## src/rtl/irq_route_pkg.sv

```systemverilog
package irq_route_pkg;

  typedef struct packed {
    logic [7:0] dest;
    logic       mask;
    logic       level;
    logic       remote;
    logic       logical;
    logic [2:0] dmode;
    logic [7:0] vector;
  } redir_t;

  localparam logic [7:0] TABLE_BASE = 8'h10;
  localparam logic [7:0] IDX_ID     = 8'h00;
  localparam logic [7:0] IDX_VER    = 8'h01;
  localparam logic [7:0] IDX_ARB    = 8'h02;

  function automatic logic [31:0] low_word(input redir_t e);
    return {15'd0, e.mask, e.level, e.remote, 2'b00, e.logical, e.dmode, e.vector};
  endfunction

  function automatic logic [31:0] high_word(input redir_t e);
    return {e.dest, 24'd0};
  endfunction

  function automatic redir_t entry_at_reset();
    redir_t e;
    e = '0;
    e.mask = 1'b1;
    return e;
  endfunction

  function automatic logic [31:0] version_word(input logic [7:0] ver, input int lines);
    return {8'h00, 8'(lines - 1), 8'h00, ver};
  endfunction

endpackage

```

## src/rtl/irq_regs.sv

```systemverilog
module irq_regs
  import irq_route_pkg::*;
#(
  parameter int         NUM_LINES = 8,
  parameter logic [7:0] VERSION   = 8'h20
) (
  input  logic                 clk,
  input  logic                 rst_n,
  input  logic                 bus_sel,
  input  logic                 bus_wr,
  input  logic [31:0]          bus_wdata,
  output logic [31:0]          bus_rdata,
  input  logic [NUM_LINES-1:0] grant,
  input  logic                 eoi_valid,
  input  logic [7:0]           eoi_vector,
  output redir_t               entries [NUM_LINES]
);

  logic [7:0] index_q;
  logic [3:0] id_q;
  logic [3:0] arb_q;
  redir_t     ent_q [NUM_LINES];

  logic       index_wr, data_wr;
  logic [7:0] rel;
  logic [NUM_LINES-1:0] hit_lo, hit_hi;
  logic       unused_wbits;

  assign index_wr     = bus_wr && !bus_sel;
  assign data_wr      = bus_wr && bus_sel;
  assign rel          = index_q - TABLE_BASE;
  assign unused_wbits = ^bus_wdata[23:17];

  always_ff @(posedge clk or negedge rst_n) begin
    if (!rst_n) begin
      index_q <= '0;
      id_q    <= '0;
      arb_q   <= '0;
    end else begin
      if (index_wr) index_q <= bus_wdata[7:0];
      if (data_wr && index_q == IDX_ID) begin
        id_q  <= bus_wdata[27:24];
        arb_q <= bus_wdata[27:24];
      end
    end
  end

  for (genvar i = 0; i < NUM_LINES; i++) begin : g_ent
    assign hit_lo[i] = (index_q >= TABLE_BASE) && (rel == 8'(2 * i));
    assign hit_hi[i] = (index_q >= TABLE_BASE) && (rel == 8'(2 * i + 1));

    always_ff @(posedge clk or negedge rst_n) begin
      if (!rst_n) begin
        ent_q[i] <= entry_at_reset();
      end else begin
        if (data_wr && hit_lo[i]) begin
          ent_q[i].vector  <= bus_wdata[7:0];
          ent_q[i].dmode   <= bus_wdata[10:8];
          ent_q[i].logical <= bus_wdata[11];
          ent_q[i].level   <= bus_wdata[15];
          ent_q[i].mask    <= bus_wdata[16];
          if (!bus_wdata[15]) ent_q[i].remote <= 1'b0;
        end
        if (data_wr && hit_hi[i]) ent_q[i].dest <= bus_wdata[31:24];
        if (grant[i] && ent_q[i].level)
          ent_q[i].remote <= 1'b1;
        else if (eoi_valid && ent_q[i].remote && eoi_vector == ent_q[i].vector)
          ent_q[i].remote <= 1'b0;
      end
    end

    assign entries[i] = ent_q[i];

    // a level delivery leaves the line blocked
    a_r7_remote_on_grant: assert property (@(posedge clk) disable iff (!rst_n)
      (grant[i] && ent_q[i].level) |=> ent_q[i].remote);
    // a foreign vector does not release the line
    a_r12_foreign_eoi_keeps: assert property (@(posedge clk) disable iff (!rst_n)
      (ent_q[i].remote && eoi_valid && eoi_vector != ent_q[i].vector && !(data_wr && hit_lo[i]))
      |=> ent_q[i].remote);
  end

  always_comb begin
    bus_rdata = '0;
    case (index_q)
      IDX_ID:  bus_rdata = {4'd0, id_q, 24'd0};
      IDX_VER: bus_rdata = version_word(VERSION, NUM_LINES);
      IDX_ARB: bus_rdata = {4'd0, arb_q, 24'd0};
      default: begin
        for (int i = 0; i < NUM_LINES; i++) begin
          if (hit_lo[i]) bus_rdata = low_word(ent_q[i]);
          if (hit_hi[i]) bus_rdata = high_word(ent_q[i]);
        end
      end
    endcase
  end

  // direct writes leave the arbitration value alone
  a_r3_arb_read_only: assert property (@(posedge clk) disable iff (!rst_n)
    (data_wr && index_q == IDX_ARB) |=> $stable(arb_q));

endmodule

```

## src/rtl/irq_pending.sv

```systemverilog
module irq_pending #(
  parameter int NUM_LINES = 8
) (
  input  logic                 clk,
  input  logic                 rst_n,
  input  logic [NUM_LINES-1:0] irq_in,
  input  logic [NUM_LINES-1:0] mask_vec,
  input  logic [NUM_LINES-1:0] level_vec,
  input  logic [NUM_LINES-1:0] remote_vec,
  input  logic [NUM_LINES-1:0] grant,
  output logic [NUM_LINES-1:0] req
);

  logic [NUM_LINES-1:0] line_q;
  logic [NUM_LINES-1:0] edge_pend;
  logic [NUM_LINES-1:0] rise;

  assign rise = irq_in & ~line_q;

  always_ff @(posedge clk or negedge rst_n) begin
    if (!rst_n) line_q <= '0;
    else        line_q <= irq_in;
  end

  for (genvar i = 0; i < NUM_LINES; i++) begin : g_line
    always_ff @(posedge clk or negedge rst_n) begin
      if (!rst_n)
        edge_pend[i] <= 1'b0;
      else if (rise[i] && !mask_vec[i] && !level_vec[i])
        edge_pend[i] <= 1'b1;
      else if (grant[i] || mask_vec[i] || level_vec[i])
        edge_pend[i] <= 1'b0;
    end

    assign req[i] = !mask_vec[i] &&
                    (level_vec[i] ? (irq_in[i] && !remote_vec[i]) : edge_pend[i]);

    // an issued edge with no fresh transition is not issued twice
    a_r6_single_edge: assert property (@(posedge clk) disable iff (!rst_n)
      (grant[i] && !level_vec[i] && !rise[i]) |=> !req[i]);
  end

endmodule

```

## src/rtl/irq_arbiter.sv

```systemverilog
module irq_arbiter
  import irq_route_pkg::*;
#(
  parameter int NUM_LINES = 8
) (
  input  logic                 clk,
  input  logic                 rst_n,
  input  logic [NUM_LINES-1:0] req,
  input  redir_t               entries [NUM_LINES],
  output logic [NUM_LINES-1:0] grant,
  output logic                 dlv_valid,
  input  logic                 dlv_ready,
  output logic [7:0]           dlv_vector,
  output logic [7:0]           dlv_dest,
  output logic                 dlv_logical,
  output logic                 dlv_level
);

  function automatic logic [NUM_LINES-1:0] lowest_set(input logic [NUM_LINES-1:0] v);
    return v & (~v + 1'b1);
  endfunction

  logic   load;
  redir_t pick;
  logic   unused_fields;

  assign load  = (|req) && (!dlv_valid || dlv_ready);
  assign grant = load ? lowest_set(req) : '0;

  always_comb begin
    pick = '0;
    for (int i = 0; i < NUM_LINES; i++)
      if (grant[i]) pick = entries[i];
  end

  assign unused_fields = ^{pick.dmode, pick.mask, pick.remote};

  always_ff @(posedge clk or negedge rst_n) begin
    if (!rst_n) begin
      dlv_valid   <= 1'b0;
      dlv_vector  <= '0;
      dlv_dest    <= '0;
      dlv_logical <= 1'b0;
      dlv_level   <= 1'b0;
    end else if (load) begin
      dlv_valid   <= 1'b1;
      dlv_vector  <= pick.vector;
      dlv_dest    <= pick.dest;
      dlv_logical <= pick.logical;
      dlv_level   <= pick.level;
    end else if (dlv_ready) begin
      dlv_valid   <= 1'b0;
    end
  end

  // at most one line wins a cycle
  a_r11_one_grant: assert property (@(posedge clk) disable iff (!rst_n) $onehot0(grant));
  // a stalled request holds
  a_r11_hold_stalled: assert property (@(posedge clk) disable iff (!rst_n)
    (dlv_valid && !dlv_ready) |=> (dlv_valid && $stable(dlv_vector) && $stable(dlv_dest)
                                   && $stable(dlv_logical) && $stable(dlv_level)));

endmodule

```

## src/rtl/irq_route_ctrl.sv

```systemverilog
module irq_route_ctrl
  import irq_route_pkg::*;
#(
  parameter int         NUM_LINES = 8,
  parameter logic [7:0] VERSION   = 8'h20
) (
  input  logic                 clk,
  input  logic                 rst_n,
  input  logic                 bus_sel,
  input  logic                 bus_wr,
  input  logic [31:0]          bus_wdata,
  output logic [31:0]          bus_rdata,
  input  logic [NUM_LINES-1:0] irq_in,
  input  logic                 eoi_valid,
  input  logic [7:0]           eoi_vector,
  output logic                 dlv_valid,
  input  logic                 dlv_ready,
  output logic [7:0]           dlv_vector,
  output logic [7:0]           dlv_dest,
  output logic                 dlv_logical,
  output logic                 dlv_level
);

  redir_t               entries [NUM_LINES];
  logic [NUM_LINES-1:0] grant, req;
  logic [NUM_LINES-1:0] mask_vec, level_vec, remote_vec;

  for (genvar i = 0; i < NUM_LINES; i++) begin : g_vec
    assign mask_vec[i]   = entries[i].mask;
    assign level_vec[i]  = entries[i].level;
    assign remote_vec[i] = entries[i].remote;
  end

  irq_regs #(.NUM_LINES(NUM_LINES), .VERSION(VERSION)) u_regs (
    .clk(clk), .rst_n(rst_n), .bus_sel(bus_sel), .bus_wr(bus_wr),
    .bus_wdata(bus_wdata), .bus_rdata(bus_rdata), .grant(grant),
    .eoi_valid(eoi_valid), .eoi_vector(eoi_vector), .entries(entries)
  );

  irq_pending #(.NUM_LINES(NUM_LINES)) u_pending (
    .clk(clk), .rst_n(rst_n), .irq_in(irq_in), .mask_vec(mask_vec),
    .level_vec(level_vec), .remote_vec(remote_vec), .grant(grant), .req(req)
  );

  irq_arbiter #(.NUM_LINES(NUM_LINES)) u_arb (
    .clk(clk), .rst_n(rst_n), .req(req), .entries(entries), .grant(grant),
    .dlv_valid(dlv_valid), .dlv_ready(dlv_ready), .dlv_vector(dlv_vector),
    .dlv_dest(dlv_dest), .dlv_logical(dlv_logical), .dlv_level(dlv_level)
  );

  // a masked line never wins
  a_r9_masked_never_granted: assert property (@(posedge clk) disable iff (!rst_n)
    (grant & mask_vec) == '0);
  // a blocked level line never wins
  a_r7_no_grant_while_remote: assert property (@(posedge clk) disable iff (!rst_n)
    (grant & remote_vec) == '0);

endmodule

```

## config.mk

```make
export PLATFORM = sky130hd
export DESIGN_NAME = irq_route_ctrl
export DESIGN_NICKNAME = d
export VERILOG_FILES = /design/src/rtl/irq_route_pkg.sv /design/src/rtl/irq_regs.sv /design/src/rtl/irq_pending.sv /design/src/rtl/irq_arbiter.sv /design/src/rtl/irq_route_ctrl.sv
export SDC_FILE = /design/constraint.sdc
export NUM_CORES = 1
export LEC_CHECK = 0
export ABC_AREA = 1
export BUFFER_PORTS_ARGS = -buffer_cell sky130_fd_sc_hd__clkbuf_2
export CAP_MARGIN = 20
export CELL_PAD_IN_SITES_DETAIL_PLACEMENT = 0
export CELL_PAD_IN_SITES_GLOBAL_PLACEMENT = 1
export CORE_ASPECT_RATIO = 0.6
export CORE_MARGIN = 1.5
export CORE_UTILIZATION = 35
export CTS_CLUSTER_SIZE = 20
export DETAILED_ROUTE_END_ITERATION = 8
export PLACE_DENSITY = 0.77
export SETUP_SLACK_MARGIN = 0.5
export SYNTH_ARGS = -nofsm -noshare
export SYNTH_HDL_FRONTEND = slang
export SYNTH_SLANG_ARGS = --single-unit
export TNS_END_PERCENT = 10
```

## constraint.sdc

```tcl
create_clock -name clk -period 3.35 [get_ports clk]
set_clock_uncertainty 0.1 [all_clocks]
set_input_delay 0.67 -clock clk [delete_from_list [all_inputs] [get_ports clk]]
set_output_delay 0.67 -clock clk [all_outputs]
set_load 0.02 [all_outputs]
```

==> results of run 1 <==
## routing by layer
layer	part of all wire	vias to the layer above	GRT usage	wire length, microns
met5	0	-	0	0
met2	0.36	610	0.319	17400
li1	-	5493	-	-
met3	0.13	38	0.106	6360
met1	0.49	5708	0.426	23700
met4	0.010	0	0.0318	480
## critical path, stage by stage, from the launching register on
cell and delay [ps]:
sky130_fd_sc_hd__dfrtp_2 460, sky130_fd_sc_hd__inv_2 120, sky130_fd_sc_hd__nor2_4 50, sky130_fd_sc_hd__nand3_2 120, sky130_fd_sc_hd__buf_6 150, sky130_fd_sc_hd__o22ai_2 100
sky130_fd_sc_hd__a21oi_1 210, sky130_fd_sc_hd__o21ai_1 170, sky130_fd_sc_hd__a21oi_2 290, sky130_fd_sc_hd__o2111ai_2 180, sky130_fd_sc_hd__buf_4 200
## worst max path at each step
stage	startpoint	to	slack, ps	depth (start not counted)
after floorplan	u_regs.index_q[7]	bus_rdata[15]	820	14
final	u_regs.index_q[1]	bus_rdata[14]	-9	10
after detailed placement	u_regs.index_q[7]	bus_rdata[16]	350	10
after global routing	u_regs.index_q[7]	bus_rdata[15]	-40	15
after global placement	u_regs.index_q[7]	bus_rdata[16]	340	10
after CTS	u_regs.index_q[7]	bus_rdata[15]	20	15
## power by group
group,internal (mW),switching [mW]
Combinational,0.582,1.37
Clock,1.77,1.25
Sequential,3.16,0.326
## stage by stage
stage	total power [mW]	hold slack (ps)	utilization	setup slack, ps	area, sq um
detailed placement	5.32	329	0.390	347	13200
finish	8.46	5.62	0.440	-9.44	14900
floorplan	4.52	274	-	819	12200
global route	8.79	42.0	0.440	-38.3	14900
global placement	5.28	317	0.390	343	13200
CTS	8.37	22.0	0.426	21.9	14500
## synth_stat cells (all sizes together), types with 6 or more instances
cell	n
or2	7
dfrtp	223
dfstp	8
nor3	19
a211oi	6
a22oi	6
o21ai	207
o211ai	6
nand2	479
o22ai	20
nand4	79
o2111ai	20
inv	163
buf	35
a221oi	14
xor2	21
clkbuf	37
a21oi	35
nor2	99
nand3	58
## registers in the layout, summed over array words and instances (netlist names)
signal and cells:
u_regs.index_q 8, u_arb.dlv_vector 8, u_arb.dlv_valid 1, u_pending.line_q 8
u_arb.dlv_dest 8, u_arb.dlv_logical 1, u_arb.dlv_level 1, u_regs.id_q 4
u_regs.entries 184, u_pending.edge_pend 8
## repair_timing
item / 4_1_cts / 5_1_grt
hold buffers: 0 / 0
hold endpoints to repair: 0 / 0
cloned: 1 / 0
pin swaps: 12 / 24
buffers inserted: 12 / 8
endpoints found under the setup margin: 25 / 32
gates resized for setup: 69 / 113
## kinds of logic (layout without fill, tap and decap cells)
logic type | after synthesis | after routing
buf+inv | 238 | 371
flops | 231 | 231
xor+xnor | 23 | 23
other cells | 1 | 7
simple gates | 749 | 749
compound gates | 328 | 328
## layout by cell type (no fill, tap or decap), types with 27 or more instances in the layout
cell type                  instances
sky130_fd_sc_hd__buf_4            73
sky130_fd_sc_hd__clkbuf_2         66
sky130_fd_sc_hd__dfrtp_1         218
sky130_fd_sc_hd__inv_1           135
sky130_fd_sc_hd__inv_2            27
sky130_fd_sc_hd__nand2_1         453
sky130_fd_sc_hd__nand3_1          49
sky130_fd_sc_hd__nand4_1          79
sky130_fd_sc_hd__nor2_1           75
sky130_fd_sc_hd__o21ai_0         161
sky130_fd_sc_hd__o21ai_1          38
## area by class of cell
| class | count | area (sq um) |
|---|---|---|
| clock buffers | 32 | 692 |
| clock inverters | 14 | 176 |
| flip-flops and latches | 231 | 5800 |
| repair buffers | 159 | 1110 |
| well taps | 459 | 574 |
| fillers | 3468 | 19000 |
| inverters | 166 | 626 |
| multi-input cells | 1107 | 5970 |
==> metrics.txt, run 1 <==
# TYPE chip_impl_metric gauge
chip_impl_metric{name="synth_seq_cells",unit=""} 231
chip_impl_metric{name="die_w",unit="microns"} 244
chip_impl_metric{name="area_share_of_and_or_nand_nor_cells_after_synthesis",unit=""} 0.271
chip_impl_info{name="synthTopCellsByArea",value="sky130_fd_sc_hd__dfrtp_1 46%, sky130_fd_sc_hd__nand2_1 14%, sky130_fd_sc_hd__o21ai_0 7.1%"} 1
chip_impl_metric{name="slew_headroom",unit=""} 0.515
chip_impl_metric{name="core-area",unit="sq um"} 34000
chip_impl_metric{name="synth_enable_flop_cells",unit=""} 0
chip_impl_metric{name="place.port_buffers",unit=""} 87
chip_impl_metric{name="timing.final.setup_violations",unit=""} 2
chip_impl_metric{name="timing.critical_path.required",unit="ps"} 2580
chip_impl_metric{name="timing.reg2reg.worst_path_depth",unit=""} 12
chip_impl_metric{name="worst_max_slew_pin_slew",unit="ps"} 710
chip_impl_info{name="ys.flop_type",value="sky130_fd_sc_hd__dfrtp_1"} 1
chip_impl_metric{name="first_global_vias",unit=""} 10500
chip_impl_metric{name="cts_inserted_buffers",unit=""} 25
chip_impl_metric{name="synth.lib_cells_used.distinct",unit=""} 46
chip_impl_metric{name="vdd_ir_drop_max",unit="uV"} 475
chip_impl_metric{name="yosys_warnings",unit=""} 0
chip_impl_info{name="rr_startpoint",value="u_regs.entries[83]"} 1
chip_impl_info{name="r2r_end",value="u_arb.dlv_vector[3]"} 1
chip_impl_info{name="setup_repair_after_global_routing_missed_its_margin",value="yes"} 1
chip_impl_metric{name="detailedPlacementHpwl",unit="microns"} 35900
chip_impl_metric{name="ff2ff_setup_slack",unit="ps"} 630
chip_impl_info{name="violations",value="negative setup slack"} 1
chip_impl_info{name="post-synth-top-area-cell",value="sky130_fd_sc_hd__dfrtp_1"} 1
chip_impl_metric{name="p_leak",unit="nW"} 6.86
chip_impl_metric{name="async_reset_ff_frac",unit=""} 1.00
chip_impl_info{name="cp-start-kind",value="flip-flop"} 1
chip_impl_metric{name="synth_compound_gate_area_share",unit=""} 0.155
chip_impl_info{name="crit_type",value="reg -> out"} 1
chip_impl_metric{name="pin_count_of_the_biggest_net_entering_global_routing",unit=""} 74
chip_impl_metric{name="chip_height",unit="microns"} 147
chip_impl_metric{name="synth_area_per_cell",unit="sq um"} 7.75
chip_impl_metric{name="route.detailed.drc",unit=""} 0
chip_impl_info{name="dominant_combinational_cell_family_by_area_after_synthesis",value="simple AND/OR/NAND/NOR gates"} 1
chip_impl_metric{name="worstSkewPairLatency",unit="ps"} 560
chip_impl_metric{name="design.die.area",unit="sq um"} 35900
chip_impl_metric{name="htree_levels",unit=""} 1
chip_impl_metric{name="finalWeightedCongestion",unit=""} 0.971
chip_impl_info{name="status",value="finished with violations"} 1
chip_impl_metric{name="synth_fa_ha_area_frac",unit=""} 0
chip_impl_metric{name="syn_area",unit="sq um"} 12200
chip_impl_metric{name="post_drt_via_cell_ratio",unit=""} 5.47
chip_impl_metric{name="grt_remaining_overflow",unit=""} 0
chip_impl_metric{name="finalWorstPathRequiredPeriod",unit="ps"} 3360
chip_impl_metric{name="syn_inst",unit=""} 1570
chip_impl_metric{name="critical_path.max_fanout",unit=""} 6
chip_impl_metric{name="pin_count",unit=""} 105
chip_impl_metric{name="synth_largest_type_area_fraction",unit=""} 0.459
chip_impl_metric{name="drt_iter0_drc",unit=""} 1407
chip_impl_metric{name="achievable-frequency",unit="MHz"} 298
chip_impl_metric{name="initial_utilization",unit=""} 0.358
chip_impl_metric{name="area_growth_syn_to_layout",unit="%"} 22.9
chip_impl_metric{name="final-hold-violation-count",unit=""} 0
chip_impl_info{name="critical_path.endpoint_type",value="output pin"} 1
chip_impl_metric{name="finalNetCount",unit=""} 1744
chip_impl_metric{name="detailedRoute.firstPassIterationCount",unit=""} 7
chip_impl_metric{name="final_antenna_net_count",unit=""} 0
chip_impl_metric{name="cap_violations",unit=""} 0
chip_impl_metric{name="muxShareOfSynthArea",unit=""} 0
chip_impl_metric{name="grt.total_usage",unit=""} 0.262
chip_impl_info{name="worstHoldPathType",value="in -> async"} 1
chip_impl_metric{name="grt_antenna_before_repair",unit=""} 0
chip_impl_metric{name="post_synth_xor_area_fraction",unit=""} 0.0166
chip_impl_metric{name="power_per_cell_area",unit="nW/um^2"} 566
chip_impl_metric{name="final_total_negative_setup_slack",unit="ps"} -16.7
chip_impl_metric{name="slew_viol_final",unit=""} 0
chip_impl_info{name="tritoncts",value="done"} 1
chip_impl_metric{name="critical_path_arrival",unit="ps"} 2590
chip_impl_info{name="clock_tree.root_cell",value="sky130_fd_sc_hd__clkbuf_16"} 1
chip_impl_metric{name="cts_max_path_buffers",unit=""} 3
chip_impl_metric{name="route.vias.total",unit=""} 11800
chip_impl_metric{name="rows",unit=""} 52
chip_impl_metric{name="clk_pin_slew",unit="ps"} 70
chip_impl_metric{name="routed_wirelength",unit="microns"} 47900
chip_impl_metric{name="dpl.cell_count",unit=""} 2101
chip_impl_metric{name="average_detailed_routed_wire_length_per_instance",unit="microns"} 22.1
chip_impl_metric{name="final.setup.worst_slack",unit="ps"} -9.44
chip_impl_metric{name="portion_of_the_post_synthesis_area_used_by_sequential_elements",unit=""} 0.476
chip_impl_metric{name="total_inserted_antenna_cells",unit=""} 0
chip_impl_metric{name="grt_pass1_wl",unit="microns"} 69900
chip_impl_metric{name="non_filler_instances",unit=""} 2168
chip_impl_metric{name="timing.final.crit_share",unit=""} 1.00
chip_impl_metric{name="tritoncts_num_sinks",unit=""} 231
chip_impl_metric{name="share_of_layout_cells_above_drive_strength_1",unit=""} 0.215
Power figures use the tool's default switching activity.
==> run 2: changes to the inputs <==
--- a/config.mk
+++ b/config.mk
@@ -12,10 +12,10 @@
 export CELL_PAD_IN_SITES_GLOBAL_PLACEMENT = 1
 export CORE_ASPECT_RATIO = 0.6
 export CORE_MARGIN = 1.5
-export CORE_UTILIZATION = 35
+export CORE_UTILIZATION = 40
 export CTS_CLUSTER_SIZE = 20
 export DETAILED_ROUTE_END_ITERATION = 8
-export PLACE_DENSITY = 0.77
+export PLACE_DENSITY = 0.85
 export SETUP_SLACK_MARGIN = 0.5
 export SYNTH_ARGS = -nofsm -noshare
 export SYNTH_HDL_FRONTEND = slang
==> run 2 against run 1 <==
The run still ends with negative setup slack left. Cell area fell by 0.28%. Largest cell class unchanged. Largest power group unchanged. Die area shrank 12%. Via count up 2.0%. Highest routed layer unchanged. Count of clock-buffer cells in the layout grew 1. Critical path type unchanged. Combinational power barely moved. First-iteration DRC count is 2.5% lower. Critical endpoint is now bus_rdata[16].
==> metrics.txt, run 2 (same netlist as run 1, synthesis figures left out) <==
# TYPE chip_impl_metric gauge
chip_impl_metric{name="grt.total_usage",unit=""} 0.294
chip_impl_info{name="crit_type",value="reg -> out"} 1
chip_impl_metric{name="worstSkewPairLatency",unit="ps"} 570
chip_impl_metric{name="clk_pin_slew",unit="ps"} 60
chip_impl_metric{name="cts_inserted_buffers",unit=""} 25
chip_impl_metric{name="power_per_cell_area",unit="nW/um^2"} 571
chip_impl_info{name="critPathLaunch",value="u_regs.index_q[0]"} 1
chip_impl_metric{name="fill_cells",unit=""} 2938
chip_impl_metric{name="post_drt_via_cell_ratio",unit=""} 5.71
chip_impl_metric{name="p_leak",unit="nW"} 6.87
chip_impl_metric{name="tritoncts_num_sinks",unit=""} 231
chip_impl_metric{name="routed_wirelength",unit="microns"} 46700
chip_impl_info{name="worstHoldPathType",value="in -> reg"} 1
chip_impl_metric{name="core-area",unit="sq um"} 29900
chip_impl_metric{name="drt_iter0_drc",unit=""} 1372
chip_impl_info{name="r2r_end",value="u_arb.dlv_vector[3]"} 1
chip_impl_metric{name="grt_antenna_before_repair",unit=""} 2
chip_impl_metric{name="detailedPlace.worstSlack",unit="ps"} 231
chip_impl_metric{name="chip_height",unit="microns"} 138
chip_impl_metric{name="final-hold-violation-count",unit=""} 0
chip_impl_metric{name="route.detailed.drc",unit=""} 0
chip_impl_metric{name="seq_power_share",unit=""} 0.409
chip_impl_metric{name="critPathMaxStageDelay",unit="ps"} 470
chip_impl_metric{name="timing.critical_path.required",unit="ps"} 2580
chip_impl_metric{name="detailedPlacementHpwl",unit="microns"} 34300
chip_impl_metric{name="average_detailed_routed_wire_length_per_instance",unit="microns"} 22.0
chip_impl_metric{name="finalCoreUtilization",unit=""} 0.498
chip_impl_metric{name="area_growth_syn_to_layout",unit="%"} 22.5
chip_impl_info{name="violations",value="negative setup slack"} 1
chip_impl_metric{name="pin_count",unit=""} 105
chip_impl_metric{name="final.setup.worst_slack",unit="ps"} -62.4
chip_impl_metric{name="total_switching_power",unit="mW"} 2.93
chip_impl_metric{name="switching_fraction_of_total_power",unit=""} 0.344
chip_impl_metric{name="final_antenna_net_count",unit=""} 0
chip_impl_metric{name="finalWorstPathRequiredPeriod",unit="ps"} 3410
chip_impl_metric{name="finalNetCount",unit=""} 1745
chip_impl_metric{name="first_global_vias",unit=""} 10800
chip_impl_metric{name="slew_headroom",unit=""} 0.547
chip_impl_metric{name="share_of_layout_cells_above_drive_strength_1",unit=""} 0.209
chip_impl_metric{name="dpl.cell_count",unit=""} 2045
chip_impl_metric{name="route.vias.total",unit=""} 12100
chip_impl_metric{name="power_report.internal_total",unit="mW"} 5.59
chip_impl_metric{name="rows",unit=""} 49
chip_impl_metric{name="cap_violations",unit=""} 0
chip_impl_info{name="critical_path.slowest_cell",value="sky130_fd_sc_hd__dfrtp_2"} 1
chip_impl_metric{name="final_total_negative_setup_slack",unit="ps"} -122
chip_impl_metric{name="design.die.area",unit="sq um"} 31500
chip_impl_metric{name="timing.final.setup_violations",unit=""} 5
chip_impl_metric{name="total_inserted_antenna_cells",unit=""} 0
chip_impl_metric{name="non_filler_instances",unit=""} 2118
chip_impl_metric{name="grt_pass1_wl",unit="microns"} 69700
chip_impl_metric{name="timing.final.crit_share",unit=""} 1.02
chip_impl_metric{name="vdd_ir_drop_max",unit="uV"} 324
chip_impl_metric{name="initial_utilization",unit=""} 0.406
chip_impl_info{name="critical_path.endpoint_type",value="output pin"} 1
chip_impl_metric{name="htree_levels",unit=""} 1
chip_impl_metric{name="detailedRoute.firstPassIterationCount",unit=""} 5
chip_impl_metric{name="pin_count_of_the_biggest_net_entering_global_routing",unit=""} 78
chip_impl_metric{name="ff2ff_setup_slack",unit="ps"} 630
chip_impl_metric{name="grt_remaining_overflow",unit=""} 0
chip_impl_info{name="setup_repair_after_global_routing_missed_its_margin",value="yes"} 1
chip_impl_metric{name="achievable-frequency",unit="MHz"} 293
chip_impl_metric{name="design_power_total",unit="mW"} 8.51
chip_impl_info{name="clock_tree.root_cell",value="sky130_fd_sc_hd__clkbuf_16"} 1
chip_impl_metric{name="whs_path_depth",unit=""} 1
chip_impl_metric{name="slew_viol_final",unit=""} 0
chip_impl_metric{name="critical_path.max_fanout",unit=""} 8
chip_impl_metric{name="clockPowerShare",unit=""} 0.361
chip_impl_info{name="path_cells",value="nor2_4 -> buf_6 -> nand2_4 -> nor2_4 -> buf_12 -> buf_12 -> buf_6 -> a21oi_4 -> o221ai_4 -> a21oi_2 -> nand4_1 -> clkbuf_8"} 1
chip_impl_metric{name="comb_power_share",unit=""} 0.230
chip_impl_metric{name="cts_max_path_buffers",unit=""} 3
chip_impl_metric{name="finalWeightedCongestion",unit=""} 0.952
chip_impl_metric{name="worst_max_slew_pin_slew",unit="ps"} 663
chip_impl_info{name="status",value="finished with violations"} 1
chip_impl_metric{name="die_w",unit="microns"} 228
chip_impl_info{name="end_point_of_the_most_critical_hold_path",value="u_pending.line_q[5]"} 1
chip_impl_info{name="hold_path_startpoint",value="irq_in[5]"} 1
chip_impl_info{name="commonest_cells_after_routing_fill_and_taps_aside",value="459 x sky130_fd_sc_hd__nand2_1, 219 x sky130_fd_sc_hd__dfrtp_1, 162 x sky130_fd_sc_hd__o21ai_0, 134 x sky130_fd_sc_hd__inv_1, 79 x sky130_fd_sc_hd__nand4_1"} 1
chip_impl_metric{name="place.port_buffers",unit=""} 87
chip_impl_info{name="layout.cells.most_common",value="sky130_fd_sc_hd__nand2_1"} 1
chip_impl_metric{name="largest_reg_flops",unit=""} 184
chip_impl_info{name="rr_startpoint",value="u_regs.entries[83]"} 1
chip_impl_info{name="cp-start-kind",value="flip-flop"} 1
chip_impl_metric{name="timing.reg2reg.worst_path_depth",unit=""} 12
chip_impl_info{name="tritoncts",value="done"} 1
chip_impl_metric{name="critical_path_arrival",unit="ps"} 2640
run 2: cell count changes in the layout (fill, tap and decap cells not counted), moves of 3 or more:
cell / before / now
sky130_fd_sc_hd__buf_4: 73 / 66
sky130_fd_sc_hd__a21oi_1: 19 / 16
sky130_fd_sc_hd__nand2_2: 19 / 13
sky130_fd_sc_hd__clkbuf_4: 0 / 6
sky130_fd_sc_hd__o21ai_1: 38 / 35
sky130_fd_sc_hd__o2111ai_4: 6 / 2
sky130_fd_sc_hd__buf_6: 10 / 7
sky130_fd_sc_hd__o2111ai_2: 9 / 12
sky130_fd_sc_hd__nand2_1: 453 / 459
sky130_fd_sc_hd__clkbuf_8: 5 / 13
run 2: worst max-delay path by stage:
| stage | end | depth (start not counted) |
|---|---|---|
| finish | bus_rdata[16] | 12 |
| CTS | bus_rdata[15] | 16 |
| floorplan | bus_rdata[15] | 14 |
| global placement | bus_rdata[15] | 15 |
| detailed placement | bus_rdata[15] | 15 |
| global route | bus_rdata[16] | 13 |
run 2: final cells by class:
cell class,instances,area (sq um),area share
Clock buffer,33,696,0.0467
Clock inverter,13,196,0.0132
Inverter,166,631,0.0423
Multi-Input combinational cell,1107,5890,0.395
Sequential cell,231,5800,0.389
Tap cell,408,510,0.0343
Timing Repair Buffer,160,1180,0.0791
run 2: critical path: cells and delay by family (launching register included):
family                 cells  cell delay [ps]
AO/OA/AOI/OAI              3              560
buffers and inverters      5              730
flip-flops                 1              470
AND/OR/NAND/NOR            4              330
run 2: repair_timing:
action,4_1_cts,5_1_grt
hold buffers,0,1
pin swaps,21,19
buffers inserted,20,6
resized for setup,133,35
endpoints found under the hold margin,0,1
gates cloned,0,0
endpoints found under the setup margin,25,38
run 2: stage by stage:
step                      hold WS [ps]  instance area, sq um
final                              155                 14900
after global routing               151                 14900
after CTS                         6.95                 14700
after detailed placement           331                 13200
after global placement             315                 13200
after floorplan                    274                 12200
run 2: power groups by stage:
stage	clock (mW)	combinational [mW]	sequential, mW
floorplan	0	1.01	3.51
global placement	0	1.78	3.49
detailed placement	0	1.80	3.50
CTS	3.12	1.88	3.47
global route	3.23	2.11	3.52
finish	3.07	1.96	3.48
run 2: layer usage:
| metal | up-vias | routed length, microns | GRT usage |
|---|---|---|---|
| li1 | 5485 | - | - |
| met1 | 5817 | 21800 | 0.474 |
| met2 | 734 | 17000 | 0.357 |
| met3 | 54 | 7000 | 0.112 |
| met4 | 0 | 833 | 0.0600 |
| met5 | - | 0 | 0 |
